==> src/rtl/can_stat_pkg.sv <==
package can_stat_pkg;
  localparam int unsigned CODE_W      = 3;
  localparam int unsigned NUM_ERR     = 6;
  localparam int unsigned TXF_BIT     = CODE_W;
  localparam int unsigned RXF_BIT     = CODE_W + 1;
  localparam int unsigned USED_W      = CODE_W + 2;

  typedef enum logic [CODE_W-1:0] {
    CODE_NONE  = 3'd0,
    CODE_STUFF = 3'd1,
    CODE_FORM  = 3'd2,
    CODE_ACK   = 3'd3,
    CODE_BIT1  = 3'd4,
    CODE_BIT0  = 3'd5,
    CODE_CRC   = 3'd6,
    CODE_MARK  = 3'd7
  } err_code_e;
endpackage

==> src/rtl/can_err_prio.sv <==
module can_err_prio
  import can_stat_pkg::*;
#(
  parameter int unsigned N = NUM_ERR
) (
  input  logic [N-1:0]      hits_i,
  output logic              any_o,
  output logic [CODE_W-1:0] code_o
);
  // highest set index wins: later iterations override earlier ones
  always_comb begin
    code_o = '0;
    for (int i = 0; i < N; i++) begin
      if (hits_i[i]) code_o = CODE_W'(i + 1);
    end
  end
  assign any_o = |hits_i;
endmodule

==> src/rtl/can_sticky_flag.sv <==
module can_sticky_flag (
  input  logic clk,
  input  logic rst_n,
  input  logic set_i,
  input  logic clr_i,
  output logic flag_o
);
  logic flag_d;
  logic flag_en;

  always_comb begin
    flag_en = set_i | clr_i;
    flag_d  = set_i;
  end

  always_ff @(posedge clk or negedge rst_n) begin
    if (!rst_n)       flag_o <= 1'b0;
    else if (flag_en) flag_o <= flag_d;
  end
endmodule

==> src/rtl/can_err_status.sv <==
module can_err_status
  import can_stat_pkg::*;
#(
  parameter int unsigned DATA_W = 32
) (
  input  logic              clk,
  input  logic              rst_n,
  input  logic [NUM_ERR-1:0] err_ev_i,
  input  logic              recov_ev_i,
  input  logic              tx_ok_i,
  input  logic              rx_ok_i,
  input  logic              wr_en_i,
  input  logic [DATA_W-1:0] wr_data_i,
  output logic [DATA_W-1:0] rd_data_o
);
  localparam int unsigned RECOV_IDX = int'(CODE_BIT0) - 1;

  logic [NUM_ERR-1:0] hits;
  logic               hw_err;
  logic [CODE_W-1:0]  enc_code;
  logic [CODE_W-1:0]  code_d, code_q;
  logic               code_en;
  logic [1:0]         flag_set, flag_clr, flag_q;
  logic               unused_wr_bits;

  always_comb begin
    hits = err_ev_i;
    hits[RECOV_IDX] = err_ev_i[RECOV_IDX] | recov_ev_i;
  end

  can_err_prio #(.N(NUM_ERR)) u_prio (
    .hits_i (hits),
    .any_o  (hw_err),
    .code_o (enc_code)
  );

  // next-state of the code field: error > success clear > host write
  always_comb begin
    code_en = hw_err | tx_ok_i | rx_ok_i | wr_en_i;
    if (hw_err)                 code_d = enc_code;
    else if (tx_ok_i | rx_ok_i) code_d = CODE_NONE;
    else                        code_d = wr_data_i[CODE_W-1:0];
  end

  always_ff @(posedge clk or negedge rst_n) begin
    if (!rst_n)       code_q <= '0;
    else if (code_en) code_q <= code_d;
  end

  assign flag_set = {rx_ok_i, tx_ok_i};
  assign flag_clr = {wr_en_i & ~wr_data_i[RXF_BIT], wr_en_i & ~wr_data_i[TXF_BIT]};

  for (genvar g = 0; g < 2; g++) begin : g_flag
    can_sticky_flag u_flag (
      .clk    (clk),
      .rst_n  (rst_n),
      .set_i  (flag_set[g]),
      .clr_i  (flag_clr[g]),
      .flag_o (flag_q[g])
    );
  end

  assign unused_wr_bits = ^wr_data_i[DATA_W-1:USED_W];
  assign rd_data_o = {{(DATA_W-USED_W){1'b0}}, flag_q, code_q};


  err_records_chk: assert property (@(posedge clk) disable iff (!rst_n)
    (|err_ev_i) |=> (rd_data_o[CODE_W-1:0] != CODE_NONE));

  recov_code_chk: assert property (@(posedge clk) disable iff (!rst_n)
    (recov_ev_i && !err_ev_i[NUM_ERR-1]) |=> (rd_data_o[CODE_W-1:0] == CODE_BIT0));

  ok_clears_chk: assert property (@(posedge clk) disable iff (!rst_n)
    ((tx_ok_i || rx_ok_i) && !(|err_ev_i) && !recov_ev_i) |=> (rd_data_o[CODE_W-1:0] == CODE_NONE));

  mark_only_by_host_chk: assert property (@(posedge clk) disable iff (!rst_n)
    (code_q == CODE_MARK && $past(code_q) != CODE_MARK) |-> $past(wr_en_i));

  tx_flag_set_chk: assert property (@(posedge clk) disable iff (!rst_n)
    tx_ok_i |=> rd_data_o[TXF_BIT]);

  tx_flag_fall_chk: assert property (@(posedge clk) disable iff (!rst_n)
    $fell(flag_q[0]) |-> $past(wr_en_i && !wr_data_i[TXF_BIT]));

  rx_flag_fall_chk: assert property (@(posedge clk) disable iff (!rst_n)
    $fell(flag_q[1]) |-> $past(wr_en_i && !wr_data_i[RXF_BIT]));
endmodule

==> config.mk <==
export PLATFORM = sky130hd
export DESIGN_NAME = can_err_status
export DESIGN_NICKNAME = d
export VERILOG_FILES = /design/src/rtl/can_stat_pkg.sv /design/src/rtl/can_err_prio.sv /design/src/rtl/can_sticky_flag.sv /design/src/rtl/can_err_status.sv
export SDC_FILE = /design/constraint.sdc
export NUM_CORES = 1
export LEC_CHECK = 0
export ABC_AREA = 1
export BUFFER_PORTS_ARGS = -buffer_cell sky130_fd_sc_hd__buf_2
export CAP_MARGIN = 10
export CORE_ASPECT_RATIO = 0.75
export CORE_UTILIZATION = 25
export DETAILED_ROUTE_END_ITERATION = 10
export GPL_TIMING_DRIVEN = 0
export PLACE_DENSITY = 0.68
export SYNTH_ARGS = -nofsm -noshare
export SYNTH_HDL_FRONTEND = slang
export SYNTH_SLANG_ARGS = --single-unit
==> constraint.sdc <==
create_clock -name clk -period 0.8 [get_ports clk]
set_input_delay 0.08 -clock clk [delete_from_list [all_inputs] [get_ports clk]]
set_output_delay 0.08 -clock clk [all_outputs]
set_load 0.02 [all_outputs]
-- Word-level counts from Yosys, hierarchy flattened
Cells that the tools add are included.
- bits of input ports: 44
- register bits: 5
- output and inout bits: 32
- logic and storage cells: 23
- muxes and demuxes: 8
- bitwise gates (word level): 11
- reductions and logical operators: 1
- operators by type and width (operator ; count):
    3-bit 2-to-1 mux ; 5
    1-bit bitwise OR ; 7
    6-bit OR reduction ; 1
    2-bit 2-to-1 mux ; 2
    1-bit AND ; 2
    1-bit inverter ; 2
    1-bit 2-to-1 mux ; 1

-- Depth between registers and ports, before layout
- depth after elaboration: 7
- depth in mapped cells: 9
- gate-level depth less buffers: 9

-- Cells and area by module
From an unflattened synthesis, not the netlist that was laid out.
- cells, all modules: 89
- area total of the unflattened synthesis: 574.3 um^2
- by module, submodules not included (module ; seq. area each (um^2) ; area each (um^2) ; times used ; cells each):
    can_err_status ; 75.1 ; 426.7 ; 1 ; 64
    can_sticky_flag ; 25.0 ; 40.0 ; 2 ; 5
    can_err_prio ; 0.0 ; 67.6 ; 1 ; 15

-- Worst setup path after synthesis
No wires, ideal clock.
- path type: register to register
- start: reg code_q[0] (netlist name)
- end: reg code_q[0]
- data required time: 687 ps
- slack: 7 ps
- buffers on the path: 0
- clock period less this slack: 793 ps
- stages on the path, launching flop included: 5
- library setup time: 113 ps
- arrival: 680 ps
- cell sequence: dfrtp_1 > inv_1 > nand4_1 > nand2_1 > inv_1
- RTL lines (item ; line ; RTL):
    end signal: assignment ; can_err_status.sv:47 ; else if (code_en) code_q <= code_d;
    end: declaration ; can_err_status.sv:21 ; logic [CODE_W-1:0] code_d, code_q;

-- Worst setup path in the final report
- start: reg code_q[2]
- end: out rd_data_o[2]
- RTL lines (item ; line ; RTL):
    end: declaration ; can_err_status.sv:14 ; output logic [DATA_W-1:0] rd_data_o
No word-level cell between the ends.

==> results_tabular.tex <==
\begin{tabular}{lr}
\hline
Metric & Value \\
\hline
\multicolumn{2}{l}{\textbf{Run status}} \\
\quad Status & finished, violations left \\
\quad Violations in the final reports & setup timing \\
\multicolumn{2}{l}{\textbf{Floorplan}} \\
\quad Die Y & roughly 45 um \\
\quad Number of placement rows & 15 \\
\quad Count of pins on the block boundary & 76 \\
\quad Die Span X & 58.83 um \\
\quad Initial Util & 26.45\% \\
\quad Area enclosed by the die boundary & 2625 um2 \\
\quad Std-Cell Core Area & 2290 um2 \\
\multicolumn{2}{l}{\textbf{STA}} \\
\quad Final Max Tran Viols & 0 \\
\quad Unrepaired setup endpoints after global routing & true \\
\quad Final setup fails & 5 \\
\quad Sum of negative setup slack & -0.1998 ns \\
\quad Crit share post-route & 106.3\% \\
\quad Time the worst path needs with I/O delays and setup & 0.8500 ns \\
\quad Max Freq & between 1000 and 1500 MHz \\
\quad Final Hold Violating Endpoints & 0 \\
\quad Clock skew & 0 ns \\
\quad Setup ws final & -0.05002 ns \\
\quad Worst hold margin & 0.07320 ns \\
\multicolumn{2}{l}{\textbf{Critical path}} \\
\quad WS Path Type & flip-flop to primary output \\
\quad Worst Path Arrival & $\sim$0.77 ns \\
\quad Buf+Inv Stages, Crit Path & 1 \\
\quad Family of cells with the greatest summed delay on the critical path & flip-flops \\
\quad Worst Path Required & 0.72 ns \\
\quad Maximum fanout along the worst path & 2 \\
\quad Worst setup SP type & flip-flop \\
\quad Slowest-stage cell, CP & dfrtp\_1 \\
\quad Biggest cell delay along the critical path & 0.39 ns \\
\quad Crit path cell chain & buf\_6 \\
\quad Critical path capture point type & primary output \\
\multicolumn{2}{l}{\textbf{Synth}} \\
\quad Yosys warning count & 0 \\
\quad Count of different cell masters after synthesis & 15 \\
\quad Top post-synthesis cells by area & buf\_4, dfrtp\_1, nand2\_1, inv\_1, nor2\_4 \\
\quad Synthesized instance count & 86 \\
\quad Most numerous cell in the Yosys netlist & buf\_4 \\
\quad Cell accounting for the most synthesized area & buf\_4 \\
\quad Synth cell count leaders & buf\_4, nand2\_1, inv\_1, dfrtp\_1, nor2\_1 \\
\quad Average footprint of a synthesized cell & $\sim$7.0 um2 \\
\quad Top FF cell, synth & dfrtp\_1 \\
\quad Top-area cell type share of the netlist area & 35.95\% \\
\quad Share of flip-flops with an asynchronous set or reset & 100.0\% \\
\quad Sequential fraction of the synthesis area & roughly 21\% \\
\quad Netlist area before placement & 605.6 um2 \\
\quad Count of flip-flops with a built-in enable after synthesis & 0 \\
\quad \#FFs+latches synth & 5 \\
\multicolumn{2}{l}{\textbf{Power}} \\
\quad Switching Fraction & 35.53\% \\
\quad Part of the total power dissipated in the clock network & 29.7\% \\
\quad Worst vdd rail ir drop & approximately 0.43 mV \\
\quad Internal power component & around 0.64 mW \\
\quad Lkg Pwr & roughly 0.6 nW \\
\quad Portion of total power attributed to sequential cells & 28.0\% \\
\quad Total power per unit cell area & 1071 nW/um2 \\
\quad Switching power summed over all nets & 0.3538 mW \\
\quad Logic pwr share & 42.3\% \\
\multicolumn{2}{l}{\textbf{Final layout}} \\
\quad Antenna diodes & 0 \\
\quad Proportion of layout cells with a drive suffix above 1 & 45.32\% \\
\quad Net count, final & 184 \\
\quad Area growth from synthesis to layout & 53.51\% \\
\multicolumn{2}{l}{\textbf{Global route}} \\
\quad Vias in the first global route & 494 \\
\quad First-pass GRT wire length & 1780 um \\
\quad Overflow left after global routing & 0 \\
\quad GRT Util Overall & 9.175\% \\
\quad Largest net degree at the start of global routing & 8 \\
\quad Number of antenna violations at the first check in global routing & 0 \\
\multicolumn{2}{l}{\textbf{Drt}} \\
\quad Via count & 572 \\
\quad Post-Route WL & $\sim$1200 um \\
\quad Wirelength per Cell & slightly below 7 um \\
\quad Number of DRC markers after the initial detailed-route iteration & 9 \\
\quad 1st-pass router iterations & 4 \\
\quad \# DRC & 0 \\
\quad Final antenna-violating net count & 0 \\
\quad Drt via density & 3.306 \\
\multicolumn{2}{l}{\textbf{Clocking}} \\
\quad Num CTS Buffers & 3 \\
\quad Number of H-tree levels & 1 \\
\quad Clock-pin slew reported for the worst setup and hold paths after clock tree synthesis & approximately 0.050 ns \\
\quad Sink count of the clock tree & 5 \\
\quad TritonCTS clock tree & yes \\
\quad Insertion delay of the later-clocked pin in the worst-skew pair & $\sim$0.24 ns \\
\quad Worst-case clock buffer depth & 2 \\
\quad Root buffer selected by CTS & clkbuf\_4 \\
\multicolumn{2}{l}{\textbf{Placement}} \\
\quad Half-perimeter wire length after placement & 963.3 um \\
\quad PortBufs & 21 \\
\quad Routability congestion estimate & 0.8021 \\
\multicolumn{2}{l}{\textbf{Worst hold path}} \\
\quad Worst hold path class & primary input to flip-flop \\
\multicolumn{2}{l}{\textbf{Flow run}} \\
\quad Number of violations of the max-capacitance limit & 0 \\
\hline
\end{tabular}
worst paths after layout:
| check | slack (ns) | start | cells after the start | endpoint |
|---|---|---|---|---|
| max | -0.05 | code_q[2] | 1 | rd_data_o[2] |
| min in group asynchronous | 0.17 | rst_n | 2 | g_flag[1].u_flag.flag_o |
| min reg2reg | 0.54 | g_flag[1].u_flag.flag_o | 2 | g_flag[1].u_flag.flag_o |
| max reg2reg | 0.04 | code_q[2] | 3 | code_q[2] |
| min | 0.07 | tx_ok_i | 3 | g_flag[0].u_flag.flag_o |
| max in group asynchronous | 0.49 | rst_n | 2 | g_flag[0].u_flag.flag_o |
through the flow:
| step | setup slack [ns] | utilization [%] | instance area [um2] | std cells | power (mW) |
|---|---|---|---|---|---|
| after global routing | -0.08047 | 40.60 | 929.6 | 173 | 1.066 |
| final | -0.05002 | 40.60 | 929.6 | 173 | 0.9957 |
| after floorplan | 0.007435 | - | 703.2 | 112 | 0.5878 |
| after detailed placement | -0.1124 | 37.16 | 850.8 | 167 | 0.6651 |
| after CTS | -0.05362 | 40.11 | 918.4 | 172 | 0.9957 |
| after global placement | -0.09303 | 37.16 | 850.8 | 167 | 0.6605 |
registers in the layout (all words and copies together), names as in the netlist:
| register | count |
|---|---|
| code_q | 3 |
| g_flag.u_flag.flag_o | 2 |
layout make-up:
cell class / instances / area (um2)
plain buffers: 27 / 202.7
clock buffers: 4 / 26.28
fillers: 240 / 1360
inverters: 13 / 48.80
multi-input cells: 65 / 315.3
flip-flops and latches: 5 / 125.1
well taps: 34 / 42.54
repair buffers: 25 / 168.9
kinds of logic (layout without fill, tap and decap cells):
kind of cell / count (synthesis) / in the layout / share of synthesized area (%)
DFF: 5 / 5 / 20.66
other: 1 / 27 / 0.6192
and+or+nand+nor: 36 / 36 / 33.06
AOI/OAI and AO/OA: 2 / 2 / 1.653
buffers and inverters: 42 / 69 / 44.01
what timing repair did:
| item | 4_1_cts | 5_1_grt |
|---|---|---|
| endpoints found under the setup margin | 5 | 7 |
| gates resized for setup | 10 | 2 |
| hold endpoints to repair | 5 | 0 |
| hold buffers | 1 | 0 |
| setup buffers | 2 | 1 |
| pin swaps | 0 | 2 |
routing by layer:
layer	share of wire (%)	global-route usage, %
met5	0	0
met4	1.3	7.619
met3	6.0	2.632
met2	59	17.05
met1	33	8.392
cells in the final DEF (no fill, tap or decap):
master         synthesis  final
buf_6                  0      5
nand2_4                1      1
nor2_1                 5      5
dlygate4sd3_1          0      1
nor2_4                 2      2
nand2_2                1      1
inv_1                 13     13
dfrtp_1                5      5
nand4_1                3      3
nor2_8                 1      1
o21ai_2                0      1
nand3_2                2      2
conb_1                 1     27
clkbuf_4               0      3
o21ai_0                2      1
buf_4                 29     30
nand3_1                1      1
buf_2                  0     16
clkbuf_1               0      1
or2_2                  1      1
nand2_1               19     19
power groups by stage:
stage	Clock (mW)	Sequential (mW)	Combinational [mW]
after floorplan	0	0.289	0.299
after detailed placement	0	0.280	0.386
after CTS	0.309	0.279	0.408
after global placement	0	0.278	0.382
after global routing	0.329	0.281	0.456
final	0.296	0.279	0.421
Note: power is estimated with default switching activity, not from simulation.
